### config.mk
export PLATFORM = sky130hd
export DESIGN_NAME = sline_regs
export DESIGN_NICKNAME = d
export VERILOG_FILES = /design/src/rtl/sline_pkg.sv /design/src/rtl/sline_decode.sv /design/src/rtl/sline_rx_line.sv /design/src/rtl/sline_tx_line.sv /design/src/rtl/sline_regs.sv
export SDC_FILE = /design/constraint.sdc
export NUM_CORES = 1
export LEC_CHECK = 0
export BUFFER_PORTS_ARGS = -buffer_cell sky130_fd_sc_hd__buf_4
export CELL_PAD_IN_SITES_DETAIL_PLACEMENT = 1
export CELL_PAD_IN_SITES_GLOBAL_PLACEMENT = 2
export CORE_MARGIN = 4
export CORE_UTILIZATION = 32
export DETAILED_ROUTE_END_ITERATION = 16
export MAX_ROUTING_LAYER = met4
export PLACE_DENSITY = 0.75
export SETUP_SLACK_MARGIN = 0.05
export SYNTH_ARGS = -nofsm -noshare
export SYNTH_HDL_FRONTEND = slang
export SYNTH_SLANG_ARGS = --single-unit
### constraint.sdc
create_clock -name clk -period 2.2 [get_ports clk]
set_input_delay 0.11 -clock clk [delete_from_list [all_inputs] [get_ports clk]]
set_output_delay 0.11 -clock clk [all_outputs]
set_load 0.02 [all_outputs]
### src/rtl/sline_pkg.sv
package sline_pkg;
    localparam int WORD_W = 16;
    localparam int CHAR_W = 8;

    // Register select in address bits 2:1
    typedef enum logic [1:0] {
        REG_RXSTAT = 2'd0,
        REG_RXBUF  = 2'd1,
        REG_TXSTAT = 2'd2,
        REG_TXBUF  = 2'd3
    } reg_sel_e;

    // Status bit positions shared by both status words
    localparam int BIT_DONE = 7;
    localparam int BIT_IE   = 6;
    localparam int BIT_LOOP = 2;
    localparam int BIT_TBRK = 0;

    // Receive buffer flag positions
    localparam int BIT_ERR  = 15;
    localparam int BIT_OVR  = 14;
    localparam int BIT_RBRK = 13;

    typedef enum logic {
        RX_EMPTY,
        RX_FULL
    } rx_state_e;

    typedef enum logic [1:0] {
        TX_IDLE,
        TX_OFFER,
        TX_WAIT
    } tx_state_e;
endpackage

### src/rtl/sline_decode.sv
module sline_decode
    import sline_pkg::*;
#(
    parameter int          NUM_LINES = 4,
    parameter int          ADDR_W    = 12,
    parameter int unsigned BASE      = 'h100,
    localparam int         LINE_W    = (NUM_LINES > 1) ? $clog2(NUM_LINES) : 1
) (
    input  logic                 clk,
    input  logic                 rst_n,
    input  logic                 bus_req,
    input  logic                 bus_we,
    input  logic                 bus_byte,
    input  logic [ADDR_W-1:0]    bus_addr,
    output logic                 hit,
    output logic [LINE_W-1:0]    line_idx,
    output reg_sel_e             sel,
    output logic [NUM_LINES-1:0] wr_rxstat,
    output logic [NUM_LINES-1:0] rd_rxbuf,
    output logic [NUM_LINES-1:0] wr_txstat,
    output logic [NUM_LINES-1:0] wr_txbuf
);
    localparam int SPAN = NUM_LINES * 8;

    logic [ADDR_W-1:0] offset;
    logic              low_lane_ok;

    always_comb begin
        offset      = bus_addr - ADDR_W'(BASE);
        hit         = bus_req && (bus_addr >= ADDR_W'(BASE)) && (offset < ADDR_W'(SPAN));
        line_idx    = offset[LINE_W+2:3];
        sel         = reg_sel_e'(bus_addr[2:1]);
        low_lane_ok = !bus_byte || !bus_addr[0];
    end

    for (genvar g = 0; g < NUM_LINES; g++) begin : g_strobe
        logic match;
        assign match        = hit && (line_idx == LINE_W'(g));
        assign wr_rxstat[g] = match && bus_we && (sel == REG_RXSTAT) && low_lane_ok;
        assign rd_rxbuf[g]  = match && !bus_we && (sel == REG_RXBUF);
        assign wr_txstat[g] = match && bus_we && (sel == REG_TXSTAT) && low_lane_ok;
        assign wr_txbuf[g]  = match && bus_we && (sel == REG_TXBUF) && low_lane_ok;
    end

    // At most one strobe for one bus access
    p_one_strobe_r1: assert property (@(posedge clk) disable iff (!rst_n)
        $onehot0({wr_rxstat, rd_rxbuf, wr_txstat, wr_txbuf}));

    // Outside the window nothing is touched
    p_window_r1: assert property (@(posedge clk) disable iff (!rst_n)
        !hit |-> ({wr_rxstat, rd_rxbuf, wr_txstat, wr_txbuf} == '0));

    // Odd-byte writes reach no register
    p_odd_byte_r8: assert property (@(posedge clk) disable iff (!rst_n)
        (bus_req && bus_we && bus_byte && bus_addr[0]) |->
            ({wr_rxstat, wr_txstat, wr_txbuf} == '0));
endmodule

### src/rtl/sline_rx_line.sv
module sline_rx_line
    import sline_pkg::*;
(
    input  logic              clk,
    input  logic              rst_n,
    input  logic              wr_stat,
    input  logic              rd_buf,
    input  logic              wdata_ie,
    input  logic              rx_valid,
    input  logic              rx_break,
    input  logic [CHAR_W-1:0] rx_char,
    output logic [WORD_W-1:0] stat_o,
    output logic [WORD_W-1:0] buf_o,
    output logic              irq_o
);
    rx_state_e         state_q, state_d;
    logic [WORD_W-1:0] buf_q, buf_d;
    logic              ie_q, ie_d;
    logic              irq_q, irq_d;

    // State register
    always_ff @(posedge clk) begin
        if (!rst_n) begin
            state_q <= RX_EMPTY;
            buf_q   <= '0;
            ie_q    <= 1'b0;
            irq_q   <= 1'b0;
        end else begin
            state_q <= state_d;
            buf_q   <= buf_d;
            ie_q    <= ie_d;
            irq_q   <= irq_d;
        end
    end

    // Next state: enable write, buffer read, then arrival (arrival wins)
    always_comb begin
        state_d = state_q;
        buf_d   = buf_q;
        ie_d    = ie_q;
        irq_d   = irq_q;

        if (wr_stat) begin
            ie_d = wdata_ie;
            if (!wdata_ie)
                irq_d = 1'b0;
            else if ((state_q == RX_FULL) && !ie_q)
                irq_d = 1'b1;
        end

        unique case (state_q)
            RX_EMPTY: begin
                if (rx_valid) begin
                    state_d = RX_FULL;
                    buf_d   = '0;
                    if (rx_break) begin
                        buf_d[BIT_ERR]  = 1'b1;
                        buf_d[BIT_RBRK] = 1'b1;
                    end else begin
                        buf_d[CHAR_W-1:0] = rx_char;
                    end
                    if (ie_d)
                        irq_d = 1'b1;
                end
            end
            RX_FULL: begin
                if (rd_buf) begin
                    state_d = RX_EMPTY;
                    irq_d   = 1'b0;
                end
                if (rx_valid) begin
                    state_d = RX_FULL;
                    buf_d   = '0;
                    if (rx_break) begin
                        buf_d[BIT_ERR]  = 1'b1;
                        buf_d[BIT_RBRK] = 1'b1;
                    end else begin
                        buf_d[CHAR_W-1:0] = rx_char;
                    end
                    if (!rd_buf) begin
                        buf_d[BIT_ERR] = 1'b1;
                        buf_d[BIT_OVR] = 1'b1;
                    end
                    if (ie_d)
                        irq_d = 1'b1;
                end
            end
            default: state_d = RX_EMPTY;
        endcase
    end

    // Outputs
    always_comb begin
        stat_o           = '0;
        stat_o[BIT_DONE] = (state_q == RX_FULL);
        stat_o[BIT_IE]   = ie_q;
        buf_o            = buf_q;
        irq_o            = irq_q;
    end

    p_rd_empties_r4: assert property (@(posedge clk) disable iff (!rst_n)
        (rd_buf && !rx_valid) |=> (!stat_o[BIT_DONE] && !irq_o));

    p_overrun_r5: assert property (@(posedge clk) disable iff (!rst_n)
        (rx_valid && stat_o[BIT_DONE] && !rd_buf) |=>
            (buf_o[BIT_ERR] && buf_o[BIT_OVR] && stat_o[BIT_DONE]));

    p_break_r6: assert property (@(posedge clk) disable iff (!rst_n)
        (rx_valid && rx_break) |=>
            (buf_o[BIT_ERR] && buf_o[BIT_RBRK] && (buf_o[CHAR_W-1:0] == '0)));

    p_irq_needs_ie_r7: assert property (@(posedge clk) disable iff (!rst_n)
        $rose(irq_o) |-> stat_o[BIT_IE]);

    p_same_cycle_r12: assert property (@(posedge clk) disable iff (!rst_n)
        (rx_valid && rd_buf) |=> (!buf_o[BIT_OVR] && stat_o[BIT_DONE]));
endmodule

### src/rtl/sline_tx_line.sv
module sline_tx_line
    import sline_pkg::*;
(
    input  logic              clk,
    input  logic              rst_n,
    input  logic              wr_stat,
    input  logic              wr_buf,
    input  logic [CHAR_W-1:0] wdata_lo,
    input  logic              tx_ready,
    input  logic              tx_done,
    output logic              tx_valid,
    output logic [CHAR_W-1:0] tx_char,
    output logic              tx_brk,
    output logic              tx_loop,
    output logic [WORD_W-1:0] stat_o,
    output logic              irq_o
);
    tx_state_e         state_q, state_d;
    logic [CHAR_W-1:0] buf_q, buf_d;
    logic              ie_q, ie_d;
    logic              irq_q, irq_d;
    logic              loop_q, loop_d;
    logic              brk_q, brk_d;

    // State register
    always_ff @(posedge clk) begin
        if (!rst_n) begin
            state_q <= TX_IDLE;
            buf_q   <= '0;
            ie_q    <= 1'b0;
            irq_q   <= 1'b0;
            loop_q  <= 1'b0;
            brk_q   <= 1'b0;
        end else begin
            state_q <= state_d;
            buf_q   <= buf_d;
            ie_q    <= ie_d;
            irq_q   <= irq_d;
            loop_q  <= loop_d;
            brk_q   <= brk_d;
        end
    end

    // Next state
    always_comb begin
        state_d = state_q;
        buf_d   = buf_q;
        ie_d    = ie_q;
        irq_d   = irq_q;
        loop_d  = loop_q;
        brk_d   = brk_q;

        if (wr_stat) begin
            ie_d   = wdata_lo[BIT_IE];
            loop_d = wdata_lo[BIT_LOOP];
            brk_d  = wdata_lo[BIT_TBRK];
            if (!wdata_lo[BIT_IE])
                irq_d = 1'b0;
            else if ((state_q == TX_IDLE) && !ie_q)
                irq_d = 1'b1;
        end

        unique case (state_q)
            TX_IDLE: begin
                if (wr_buf) begin
                    buf_d   = wdata_lo;
                    state_d = TX_OFFER;
                    irq_d   = 1'b0;
                end
            end
            TX_OFFER: begin
                if (tx_ready)
                    state_d = TX_WAIT;
            end
            TX_WAIT: begin
                if (tx_done) begin
                    state_d = TX_IDLE;
                    if (ie_d)
                        irq_d = 1'b1;
                end
            end
            default: state_d = TX_IDLE;
        endcase
    end

    // Outputs
    always_comb begin
        tx_valid         = (state_q == TX_OFFER);
        tx_char          = buf_q;
        tx_brk           = brk_q;
        tx_loop          = loop_q;
        stat_o           = '0;
        stat_o[BIT_DONE] = (state_q == TX_IDLE);
        stat_o[BIT_IE]   = ie_q;
        stat_o[BIT_LOOP] = loop_q;
        stat_o[BIT_TBRK] = brk_q;
        irq_o            = irq_q;
    end

    p_offer_hold_r9: assert property (@(posedge clk) disable iff (!rst_n)
        (tx_valid && !tx_ready) |=> (tx_valid && $stable(tx_char)));

    p_start_r9: assert property (@(posedge clk) disable iff (!rst_n)
        (wr_buf && stat_o[BIT_DONE]) |=> (tx_valid && !stat_o[BIT_DONE] && !irq_o));

    p_busy_drop_r9: assert property (@(posedge clk) disable iff (!rst_n)
        (wr_buf && !stat_o[BIT_DONE]) |=> $stable(tx_char));

    p_finish_irq_r7: assert property (@(posedge clk) disable iff (!rst_n)
        ((state_q == TX_WAIT) && tx_done && ie_q && !wr_stat) |=>
            (irq_o && stat_o[BIT_DONE]));

    p_irq_needs_ie_r7: assert property (@(posedge clk) disable iff (!rst_n)
        $rose(irq_o) |-> stat_o[BIT_IE]);
endmodule

### src/rtl/sline_regs.sv
module sline_regs
    import sline_pkg::*;
#(
    parameter int          NUM_LINES = 4,
    parameter int          ADDR_W    = 12,
    parameter int unsigned BASE      = 'h100
) (
    input  logic                        clk,
    input  logic                        rst_n,
    input  logic                        bus_req,
    input  logic                        bus_we,
    input  logic                        bus_byte,
    input  logic [ADDR_W-1:0]           bus_addr,
    input  logic [15:0]                 bus_wdata,
    output logic [15:0]                 bus_rdata,
    input  logic [NUM_LINES-1:0]        rx_valid,
    input  logic [NUM_LINES-1:0]        rx_break,
    input  logic [8*NUM_LINES-1:0]      rx_char,
    output logic [NUM_LINES-1:0]        tx_valid,
    output logic [8*NUM_LINES-1:0]      tx_char,
    input  logic [NUM_LINES-1:0]        tx_ready,
    input  logic [NUM_LINES-1:0]        tx_done,
    output logic [NUM_LINES-1:0]        tx_brk,
    output logic [NUM_LINES-1:0]        tx_loop,
    output logic [NUM_LINES-1:0]        rx_irq,
    output logic [NUM_LINES-1:0]        tx_irq
);
    localparam int LINE_W = (NUM_LINES > 1) ? $clog2(NUM_LINES) : 1;

    logic                 hit;
    logic [LINE_W-1:0]    line_idx;
    reg_sel_e             sel;
    logic [NUM_LINES-1:0] wr_rxstat, rd_rxbuf, wr_txstat, wr_txbuf;
    logic [WORD_W-1:0]    rx_stat [NUM_LINES];
    logic [WORD_W-1:0]    rx_buf  [NUM_LINES];
    logic [WORD_W-1:0]    tx_stat [NUM_LINES];
    logic                 unused_hi;

    // Upper write lane is never stored: odd-byte writes are ignored
    assign unused_hi = ^bus_wdata[15:8];

    sline_decode #(
        .NUM_LINES (NUM_LINES),
        .ADDR_W    (ADDR_W),
        .BASE      (BASE)
    ) u_decode (
        .clk       (clk),
        .rst_n     (rst_n),
        .bus_req   (bus_req),
        .bus_we    (bus_we),
        .bus_byte  (bus_byte),
        .bus_addr  (bus_addr),
        .hit       (hit),
        .line_idx  (line_idx),
        .sel       (sel),
        .wr_rxstat (wr_rxstat),
        .rd_rxbuf  (rd_rxbuf),
        .wr_txstat (wr_txstat),
        .wr_txbuf  (wr_txbuf)
    );

    for (genvar g = 0; g < NUM_LINES; g++) begin : g_line
        sline_rx_line u_rx (
            .clk      (clk),
            .rst_n    (rst_n),
            .wr_stat  (wr_rxstat[g]),
            .rd_buf   (rd_rxbuf[g]),
            .wdata_ie (bus_wdata[BIT_IE]),
            .rx_valid (rx_valid[g]),
            .rx_break (rx_break[g]),
            .rx_char  (rx_char[g*CHAR_W +: CHAR_W]),
            .stat_o   (rx_stat[g]),
            .buf_o    (rx_buf[g]),
            .irq_o    (rx_irq[g])
        );

        sline_tx_line u_tx (
            .clk      (clk),
            .rst_n    (rst_n),
            .wr_stat  (wr_txstat[g]),
            .wr_buf   (wr_txbuf[g]),
            .wdata_lo (bus_wdata[CHAR_W-1:0]),
            .tx_ready (tx_ready[g]),
            .tx_done  (tx_done[g]),
            .tx_valid (tx_valid[g]),
            .tx_char  (tx_char[g*CHAR_W +: CHAR_W]),
            .tx_brk   (tx_brk[g]),
            .tx_loop  (tx_loop[g]),
            .stat_o   (tx_stat[g]),
            .irq_o    (tx_irq[g])
        );
    end

    // Read mux; the transmit buffer and misses read zero
    always_comb begin
        bus_rdata = '0;
        if (hit && !bus_we) begin
            unique case (sel)
                REG_RXSTAT: bus_rdata = rx_stat[line_idx];
                REG_RXBUF:  bus_rdata = rx_buf[line_idx];
                REG_TXSTAT: bus_rdata = tx_stat[line_idx];
                REG_TXBUF:  bus_rdata = '0;
                default:    bus_rdata = '0;
            endcase
        end
    end

    // Misses read as zero
    p_miss_zero_r1: assert property (@(posedge clk) disable iff (!rst_n)
        !hit |-> (bus_rdata == '0));
endmodule

==> results.md <==
- Slew margin rel.: 66.8%
- Antenna cells: 0
- Initial antenna violation count: 0
- RSZ-0062 raised after global routing: no
- Drt wl/cell: 17.6 um
- Post-synth EDFFs: 0
- YS warnings: 0
- Final WL: 15.7 mm
- Chip width: 140 um
- I/O pin cnt: 149
- DR iter-0 viols: 193
- Fin. Hold Viols: 0
- Max Clk Rate: 492 MHz
- Via-to-Cell Ratio: a little under 5
- Clock group share of total power: 43.3%
- Layout cells sized above 1: 29.0%
- # setup viols final: 0
- First-pass GRT wire length: 24.7 mm
- Register area share after synthesis: between 40% and 50%
- DR vias: roughly 4400
- Gr ovfl total: 0
- Synth unique cells: 54
- Worst Hold Path Cells: 2
- Setup crit end: bus_rdata[14]
- Crit path max-delay cell type: or4bb_4
- Post-layout nets: ~750
- DRT antenna net count: 0
- # Post-CTS Setup Buffers: 0
- Hold WC Path Type: in -> reg
- Cell Int Power: 3.39 mW
- Post-layout util: 40.7%
- Reg-to-reg slack, setup: 0.94 ns
- PwrDens: ~630 nW/um2
- Final total power: 4.40 mW
- Critical Path Start: bus_addr[10]
- CP Max Fanout: 7
- Die ar.: 19700 um2
- Flop pwr share: 47.7%
- Crit path cell chain: buf_4 > or4bb_4 > buf_4 > or3_2 > nor2b_1 > buf_4
- R2r startpoint: g_line[2].u_tx.state_q[1]$_SDFFE_PN0P_
- Clock root cell: clkbuf_16
- Number of max-cap violations: 0
- Insertion delay to the later sink of the worst-skew pair: 0.36 ns
- Synthesized cell area: 5600 um2
- # DRC: 0
- R2R depth: 5
- Total CTS buffers: 9
- Worst-case clock buffer depth: 2
- Die height: 140 um
- Drt first pass iters: 4
- Vias in the first global route: 4667
- CP Launch Type: input pin
- Post-route setup slack: around 0.17 ns
- PortBufs: 135
- Worst EP required: 2.09 ns
- RR Endpoint: g_line[2].u_tx.tx_char[3]$_SDFFE_PN0P_
- Crit path time final: 2.03 ns
- Tot GR Track Use: 16.2%
- Synthesized flop and latch total: 112
- Cells after Synth: about 560
- Starting Density: between 30% and 40%
- Sink Count: 112
- Mean Syn Cell Area: 9.93 um2
- Core ar.: approximately 17000 um2
- Switching share of power: 22.8%
- Layout Area Growth over Synthesis: 25.2%
- Static Leakage: 2.94 nW
- Num rows: 48
- Critical Path AT: 1.92 ns
- Clk_skew: about 0.0050 ns
- H-tree levels: 3
- Cell repeated most along the worst path: buf_4
- Worst path depth: 6
- Top delay family on crit path: simple AND/OR/NAND/NOR gates
- Peak supply drop: between 0.4 and 0.5 mV
- Worst hold slack: 0.0112 ns
- Largest stage delay on the critical path: 0.59 ns
- WS Path Type: in -> out
- Status: completed
- Largest net degree at the start of global routing: 60
- Tcrit/Tclk final: 92.4%
- Reg clk slew, reported paths: 0.07 ns
- Final GP Congestion: 0.794
- Worst Setup Slack post-DPL: 0.0346 ns
- Crit. End Element: output port
- Buf/Inv on CP: 3
- Max Slew Vio Count: 0
- NetSw: around 1 mW
- CTS tree: done
- Total negative slack: 0 ns
- Detailed-placement wirelength estimate: 11.8 mm
- Post-synth ARST share: 0%
- Combinational share of power: 8.9%
- Tightest Pin Transition: between 0.4 and 0.5 ns
- Synth Flop Type: dfxtp_1
==> placed cells by master, fill, tap and decap left out, types with 2 or more instances in the layout <==
cell,n
o211ai_1,3
nand3b_1,32
a21boi_0,34
nor2b_1,76
o21ai_0,9
nand2b_1,29
a22oi_1,10
nand4_1,9
nor2_1,10
nor4_4,3
a21oi_1,17
conb_1,5
nand2_1,19
inv_1,10
o21ai_1,2
o211a_1,2
clkbuf_16,9
or3_1,2
dfxtp_1,112
bufinv_16,3
mux4_2,17
nor3_1,5
nor3b_1,2
clkinvlp_4,2
a31oi_1,2
nand3_1,11
a32o_1,4
and2_1,2
o41ai_1,3
mux2i_1,52
buf_4,148
==> per-layer routing <==
layer / track usage [%] / vias up / share of wire, %
met3: 4.64 / 4 / 5.7
met4: 3.37 / 0 / 0.41
li1: - / 2160 / -
met2: 26.0 / 97 / 48
met1: 20.7 / 2168 / 45
met5: - / - / 0
==> Yosys cell counts (3+ instances only) <==
master	count	area share [%]
nor4_4	3	1.1
o211ai_1	3	0.40
buf_4	28	3.8
a21boi_0	34	4.6
mux2i_1	52	9.3
nor2_1	10	0.67
a32o_1	4	0.72
a21oi_1	17	1.5
clkbuf_1	25	1.7
inv_1	10	0.67
nor2b_1	76	8.5
o41ai_1	3	0.47
buf_2	7	0.63
mux4_2	17	6.8
dfxtp_1	112	40
a22oi_1	10	1.3
nand4_1	9	1.0
nand3b_1	32	4.3
nor3_1	5	0.45
nand3_1	11	0.98
nand2_1	19	1.3
o21ai_0	9	0.80
nand2b_1	29	3.2
==> flip-flops by register name (all words and copies together), names as in the netlist <==
name	count
g_line.u_rx.buf_o	44
g_line.u_rx.ie_q	4
g_line.u_rx.irq_o	4
g_line.u_rx.state_q	4
g_line.u_tx.ie_q	4
g_line.u_tx.irq_o	4
g_line.u_tx.state_q	8
g_line.u_tx.tx_brk	4
g_line.u_tx.tx_char	32
g_line.u_tx.tx_loop	4
==> worst reg2reg max path, cell delays in order, from the launching register on <==
cell	delay [ns]
dfxtp_1	0.41
nor2_1	0.10
nand3_1	0.09
buf_4	0.23
mux2i_1	0.25
nor2b_1	0.07
==> kinds of logic (layout without fill, tap and decap cells) <==
logic type / after synthesis / after routing / share of synthesized area [%]
flops: 112 / 112 / 40.1
mux: 69 / 69 / 16.1
compound gates: 93 / 93 / 11.6
simple gates: 213 / 213 / 24.7
other cells: 1 / 5 / 0.0670
buf+inv: 76 / 177 / 7.42
==> worst min-delay path by stage <==
stage,to,slack [ns],startpoint
floorplan,g_line[1].u_tx.irq_o$_SDFF_PN0_,0.26,tx_done[1]
global placement,g_line[3].u_tx.irq_o$_SDFF_PN0_,0.36,tx_done[3]
detailed placement,g_line[3].u_tx.irq_o$_SDFF_PN0_,0.37,tx_done[3]
CTS,g_line[1].u_tx.irq_o$_SDFF_PN0_,0.004,tx_done[1]
global route,g_line[1].u_tx.irq_o$_SDFF_PN0_,0.01,tx_done[1]
finish,g_line[1].u_tx.irq_o$_SDFF_PN0_,0.01,tx_done[1]
==> stage by stage <==
step	instance area [um2]	cells
final	7010	894
after CTS	7010	894
after floorplan	5610	568
after global placement	6650	877
after global routing	7010	894
after detailed placement	6650	877
==> area by class of cell <==
type,count,area (um2)
Clock buffer,10,229
Multi-Input combinational cell,380,2960
Clock inverter,6,116
Fill cell,1946,10200
Sequential cell,112,2240
Timing Repair Buffer,150,1140
Inverter,11,41.3
Tap cell,225,282
==> power by group through the flow <==
stage | Sequential (mW) | Combinational [mW] | Clock [mW]
floorplan | 2.13 | 0.236 | 0
finish | 2.10 | 0.393 | 1.91
CTS | 2.10 | 0.401 | 1.96
global placement | 2.15 | 0.388 | 0
detailed placement | 2.15 | 0.397 | 0
global route | 2.11 | 0.432 | 2.05
==> repair_timing <==
action	CTS	global route
resized for setup	1	0
endpoints found under the hold margin	1	0
hold buffers	1	0
setup endpoints to repair	1	0
No activity file was read; power rests on OpenSTA's default activity.
